## src/rtl/fault_latchoff_pkg.sv

```systemverilog
package fault_latchoff_pkg;
    typedef enum logic [1:0] {
        ST_IDLE  = 2'd0,
        ST_BLANK = 2'd1,
        ST_ARMED = 2'd2
    } guard_state_t;
endpackage

```

## src/rtl/flag_sync.sv

```systemverilog
module flag_sync #(
    parameter int W      = 8,
    parameter int STAGES = 2
) (
    input  logic         clk,
    input  logic         rst_n,
    input  logic [W-1:0] d,
    output logic [W-1:0] q
);
    logic [W-1:0] stage [STAGES];

    generate
        for (genvar i = 0; i < STAGES; i++) begin : g_stage
            if (i == 0) begin : g_first
                always_ff @(posedge clk or negedge rst_n) begin
                    if (!rst_n) stage[0] <= '0;
                    else        stage[0] <= d;
                end
            end else begin : g_next
                always_ff @(posedge clk or negedge rst_n) begin
                    if (!rst_n) stage[i] <= '0;
                    else        stage[i] <= stage[i-1];
                end
            end
        end
    endgenerate

    assign q = stage[STAGES-1];
endmodule

```

## src/rtl/blank_fsm.sv

```systemverilog
module blank_fsm
    import fault_latchoff_pkg::*;
#(
    parameter int BLANK_CYCLES = 20000
) (
    input  logic clk,
    input  logic rst_n,
    input  logic load,
    output logic blank_on,
    output logic armed
);
    localparam int CNT_W = $clog2(BLANK_CYCLES + 1);
    localparam logic [CNT_W-1:0] RELOAD = CNT_W'(BLANK_CYCLES - 1);

    guard_state_t state, state_nx;
    logic [CNT_W-1:0] cnt, cnt_nx;

    // next-state and counter logic
    always_comb begin
        state_nx = state;
        cnt_nx   = cnt;
        unique case (state)
            ST_IDLE: begin
                if (load) begin
                    state_nx = ST_BLANK;
                    cnt_nx   = RELOAD;
                end
            end
            ST_BLANK: begin
                if (load) begin
                    cnt_nx = RELOAD;
                end else if (cnt == '0) begin
                    state_nx = ST_ARMED;
                end else begin
                    cnt_nx = cnt - 1'b1;
                end
            end
            ST_ARMED: begin
                if (load) begin
                    state_nx = ST_BLANK;
                    cnt_nx   = RELOAD;
                end
            end
            default: begin
                state_nx = ST_IDLE;
                cnt_nx   = '0;
            end
        endcase
    end

    // state register
    always_ff @(posedge clk or negedge rst_n) begin
        if (!rst_n) begin
            state <= ST_IDLE;
            cnt   <= '0;
        end else begin
            state <= state_nx;
            cnt   <= cnt_nx;
        end
    end

    // outputs
    always_comb begin
        blank_on = 1'b0;
        armed    = 1'b0;
        unique case (state)
            ST_IDLE:  ;
            ST_BLANK: blank_on = 1'b1;
            ST_ARMED: armed    = 1'b1;
            default:  ;
        endcase
    end
endmodule

```

## src/rtl/fault_latchoff.sv

```systemverilog
module fault_latchoff #(
    parameter int CH           = 8,
    parameter int BLANK_CYCLES = 20000,
    parameter int SYNC_STAGES  = 2
) (
    input  logic          clk,
    input  logic          rst_n,
    input  logic          commit,
    input  logic [CH-1:0] ctrl_in,
    input  logic [CH-1:0] sense_hi,
    output logic [CH-1:0] drv_q,
    output logic          blank_on
);
    logic [CH-1:0] sense_s;
    logic          armed;

    flag_sync #(.W(CH), .STAGES(SYNC_STAGES)) u_sync (
        .clk   (clk),
        .rst_n (rst_n),
        .d     (sense_hi),
        .q     (sense_s)
    );

    blank_fsm #(.BLANK_CYCLES(BLANK_CYCLES)) u_fsm (
        .clk      (clk),
        .rst_n    (rst_n),
        .load     (commit),
        .blank_on (blank_on),
        .armed    (armed)
    );

    // control latch: commit wins over fault clearing in the same cycle
    always_ff @(posedge clk or negedge rst_n) begin
        if (!rst_n)      drv_q <= '0;
        else if (commit) drv_q <= ctrl_in;
        else if (armed)  drv_q <= drv_q & ~sense_s;
    end
endmodule

```

## config.mk

```make
export PLATFORM = sky130hd
export DESIGN_NAME = fault_latchoff
export DESIGN_NICKNAME = d
export VERILOG_FILES = /design/src/rtl/fault_latchoff_pkg.sv /design/src/rtl/flag_sync.sv /design/src/rtl/blank_fsm.sv /design/src/rtl/fault_latchoff.sv
export SDC_FILE = /design/constraint.sdc
export NUM_CORES = 1
export LEC_CHECK = 0
export BUFFER_PORTS_ARGS = -buffer_cell sky130_fd_sc_hd__buf_2
export CAP_MARGIN = 40
export CORE_ASPECT_RATIO = 0.8
export CORE_MARGIN = 5
export CORE_UTILIZATION = 40
export DETAILED_ROUTE_END_ITERATION = 10
export SLEW_MARGIN = 20
export SYNTH_ARGS = -nofsm -noshare
export SYNTH_HDL_FRONTEND = slang
export SYNTH_SLANG_ARGS = --single-unit
```

## constraint.sdc

```tcl
create_clock -name clk -period 2.06 [get_ports clk]
set_input_delay 0.103 -clock clk [delete_from_list [all_inputs] [get_ports clk]]
set_output_delay 0.103 -clock clk [all_outputs]
set_load 0.02 [all_outputs]
```

==> results.md <==
* Crit path from: u_fsm.cnt[0]
* Setup TNS at 0 ns
* Iter 0 DRT Violations at 41
* Metal-1 WL at 1697 um
* Final Skew at just over 0.008 ns
* CP Max Fanout at 6
* Setup WS post-layout at 0.09061 ns
* DP HPWL at 2715 um
* Mean Syn Cell Area at 10.38 sq um
* Cell accounting for the most synthesized area: dfrtp_1
* Fin util at 52.50%
* Post-synthesis cell area at 0.001805 sq mm
* CTS tree: built
* Design area at 0.002248 sq mm
* Starting Density at 42.16%
* Sequential area share after synthesis at between 50% and 60%
* Die width at roughly 85 um
* Die area at 0.005966 sq mm
* Via/cell ratio at 4.945
* Final Hold Fails at 0
* Synth top area cells: dfrtp_1, nand2_1, nor2_1
* Max rail drop VDD at between 0.0004 and 0.0005 V
* DRC viols at 0
* GRT overflow at 0
* Top Layer Used: met4
* Worst skew pair latency at 0.29 ns
* Max cap viols at 0
* CP Launch Type: register
* Die height at 70.09 um
* Via Count at 1355
* Area of the multi-input gates at 726.9 sq um
* R2r setup slk at 0.09 ns
* Crit path required time at 2.22 ns
* Post-synth ARST share at 100.0%
* R2r startpoint: u_fsm.cnt[0]
* Area Overhead vs Synth at 24.53%
* Hold Path Class: input port to register
* First drt pass iteration count at 4
* Crit path kind: register to register
* Final Cycle Share at 95.60%
* Max incr delay on CP at 0.43 ns
* Area of the core at 0.004283 sq mm
* Via count of the first global-routing pass at 1442
* Flops & latches, synth at 41
* Final GP Congestion at 0.8260
* Cell with the most instances after synthesis: dfrtp_1
* Drt total wl at between 3000 and 4000 um
* Hold path depth at 3
* Yosys cell types at 41
* Post-DP Area at 0.002039 sq mm
* EDFF count, synth at 0
* Outcome: completed
* Number of synthesis warnings at 0
* Setup WS pre-CTS at 0.08141 ns
* Top FF cell, synth: dfrtp_1
* Max-slew violations at 0
* Fmax at just over 500 MHz
* Final min period at 1.969 ns
* Layout cells sized above 1 at 25.35%
* Slew HR at between 60% and 70%
* Clock Sinks at 41
* Data arrival, critical path at 2.13 ns
* Largest net degree at the start of global routing at 32
* Row count at 21
* ANT cells at 0
* Buffers on Ports at 27
* Post-route ant nets at 0
* Top-Level Pins at 28
* Initial antenna violation count at 0
* First-pass GRT wire length at 6589 um
* Final Power at between 1500 and 2000 uW
* Power density over cell area at 677.8 mW/mm^2
* Clock-pin slew on the worst setup and hold paths at ~0.080 ns
* Crit. End Element: register
* Worst r2r dst: u_fsm.cnt[8]
* Total track usage at 13.94%
* Wire length on met2 at 1812 um
* Leak Pwr at ~0.001 uW
* WL per Instance at 13.51 um
* Worst-Margin Slew at around 0.52 ns
* Root Buffer Master: clkbuf_8
* Fin nets at between 200 and 250
* Worst hold endpoint: drv_q[4]
* Top cells by count, synth: dfrtp_1, nand2_1, nor2_1, o21ai_0
* Slowest cell on the critical path: dfrtp_1
* FILL cells at just under 400
* Unrepaired setup endpoints after global routing: true
* Post-Synthesis Cells at 174
* Cts bufs inserted at 5
* Synth top area share at 56.83%
* Final Setup Violations at 0
* Register area at a little over 0.001 sq mm
* WL met3 at 155 um
* R2R depth at 7
* # H-tree levels at 2
* Worst-path cell chain: inv_1 > ha_1 > nor3b_4 > nand4_4 > o21ai_4 > nor4_1 > mux2_1
* Hold path startpoint: ctrl_in[4]
* Syn_nets at between 150 and 200
* CTS Buffer Depth at 2
[sequential cells by signal, summed over array words and instances, names as in the netlist]
register	cells
u_sync.stage	8
u_sync.q	8
u_fsm.cnt	15
u_fsm.state	2
drv_q	8
[layer usage]
layer	track usage [%]	vias to the layer above
met4	5.097	0
li1	-	670
met5	0	-
met1	17.20	660
met3	4.700	4
met2	22.59	21
[worst max path at each step]
stage	slack (ns)	endpoint
floorplan	0.30	u_fsm.cnt[8]
global placement	0.19	u_fsm.cnt[8]
detailed placement	0.08	u_fsm.cnt[8]
CTS	0.05	u_fsm.cnt[8]
global route	-0.03	u_fsm.cnt[8]
finish	0.09	u_fsm.cnt[8]
[where the power goes]
| group | internal, uW | switching, uW | leakage, uW | total, uW |
|---|---|---|---|---|
| Combinational | 55.6 | 73.8 | 0.000503 | 129 |
| Sequential | 839 | 19.8 | 0.000472 | 859 |
| Clock | 271 | 264 | 0.0000512 | 536 |
| Total | 1170 | 358 | 0.00103 | 1520 |
[worst max-delay path: cells and delay by family (launching register included)]
| family | cells | cell delay [ns] |
|---|---|---|
| muxes | 1 | 0.32 |
| AOI/OAI and AO/OA | 1 | 0.23 |
| DFF | 1 | 0.43 |
| buffers and inverters | 1 | 0.08 |
| adders and majority gates | 1 | 0.19 |
| and+or+nand+nor | 3 | 0.60 |
[cell families after synthesis]
kind of cell             after synthesis  synth area share (%)
buffers and inverters                 16                 3.327
XOR/XNOR                               4                 1.941
flip-flops                            41                 56.83
AO/OA/AOI/OAI                         35                 13.17
multiplexers                           2                 1.455
AND/OR/NAND/NOR                       75                 22.59
adder cells (fa/ha/maj)                1                0.6929
[layout by cell type (no fill, tap or decap), types with 3 or more instances in the layout]
| cell type | n |
|---|---|
| dfrtp_1 | 41 |
| nand2_1 | 32 |
| buf_2 | 27 |
| nor2_1 | 19 |
| o21ai_0 | 11 |
| dlygate4sd3_1 | 9 |
| inv_1 | 7 |
| clkbuf_8 | 6 |
| buf_4 | 6 |
| o21a_1 | 5 |
| a21oi_1 | 5 |
| nor2b_1 | 3 |
| nor4_2 | 3 |
| nor4_1 | 3 |
| o2111ai_1 | 3 |
| xor2_1 | 3 |
[layout make-up]
type	count	share of cell area, %
sequential	41	45.63
multi-input combinational	117	32.33
timing repair buffer	43	13.24
clock buffer	6	3.673
tap	57	3.172
inverter	8	1.336
clock inverter	2	0.6121
[repair_timing]
action / 4_1_cts / 5_1_grt
hold buffers: 9 / 0
endpoints found under the setup margin: 0 / 3
gates resized for setup: 0 / 1
hold endpoints to repair: 27 / 0
setup buffers: 0 / 2
[per-stage QoR]
step | hold WS (ns) | cells
after floorplan | -0.1926 | 174
after global placement | 0.2121 | 254
after detailed placement | 0.09056 | 255
after CTS | 0.008629 | 272
after global routing | 0.02791 | 274
final | 0.01605 | 274
Note: power is estimated with default switching activity, not from simulation.
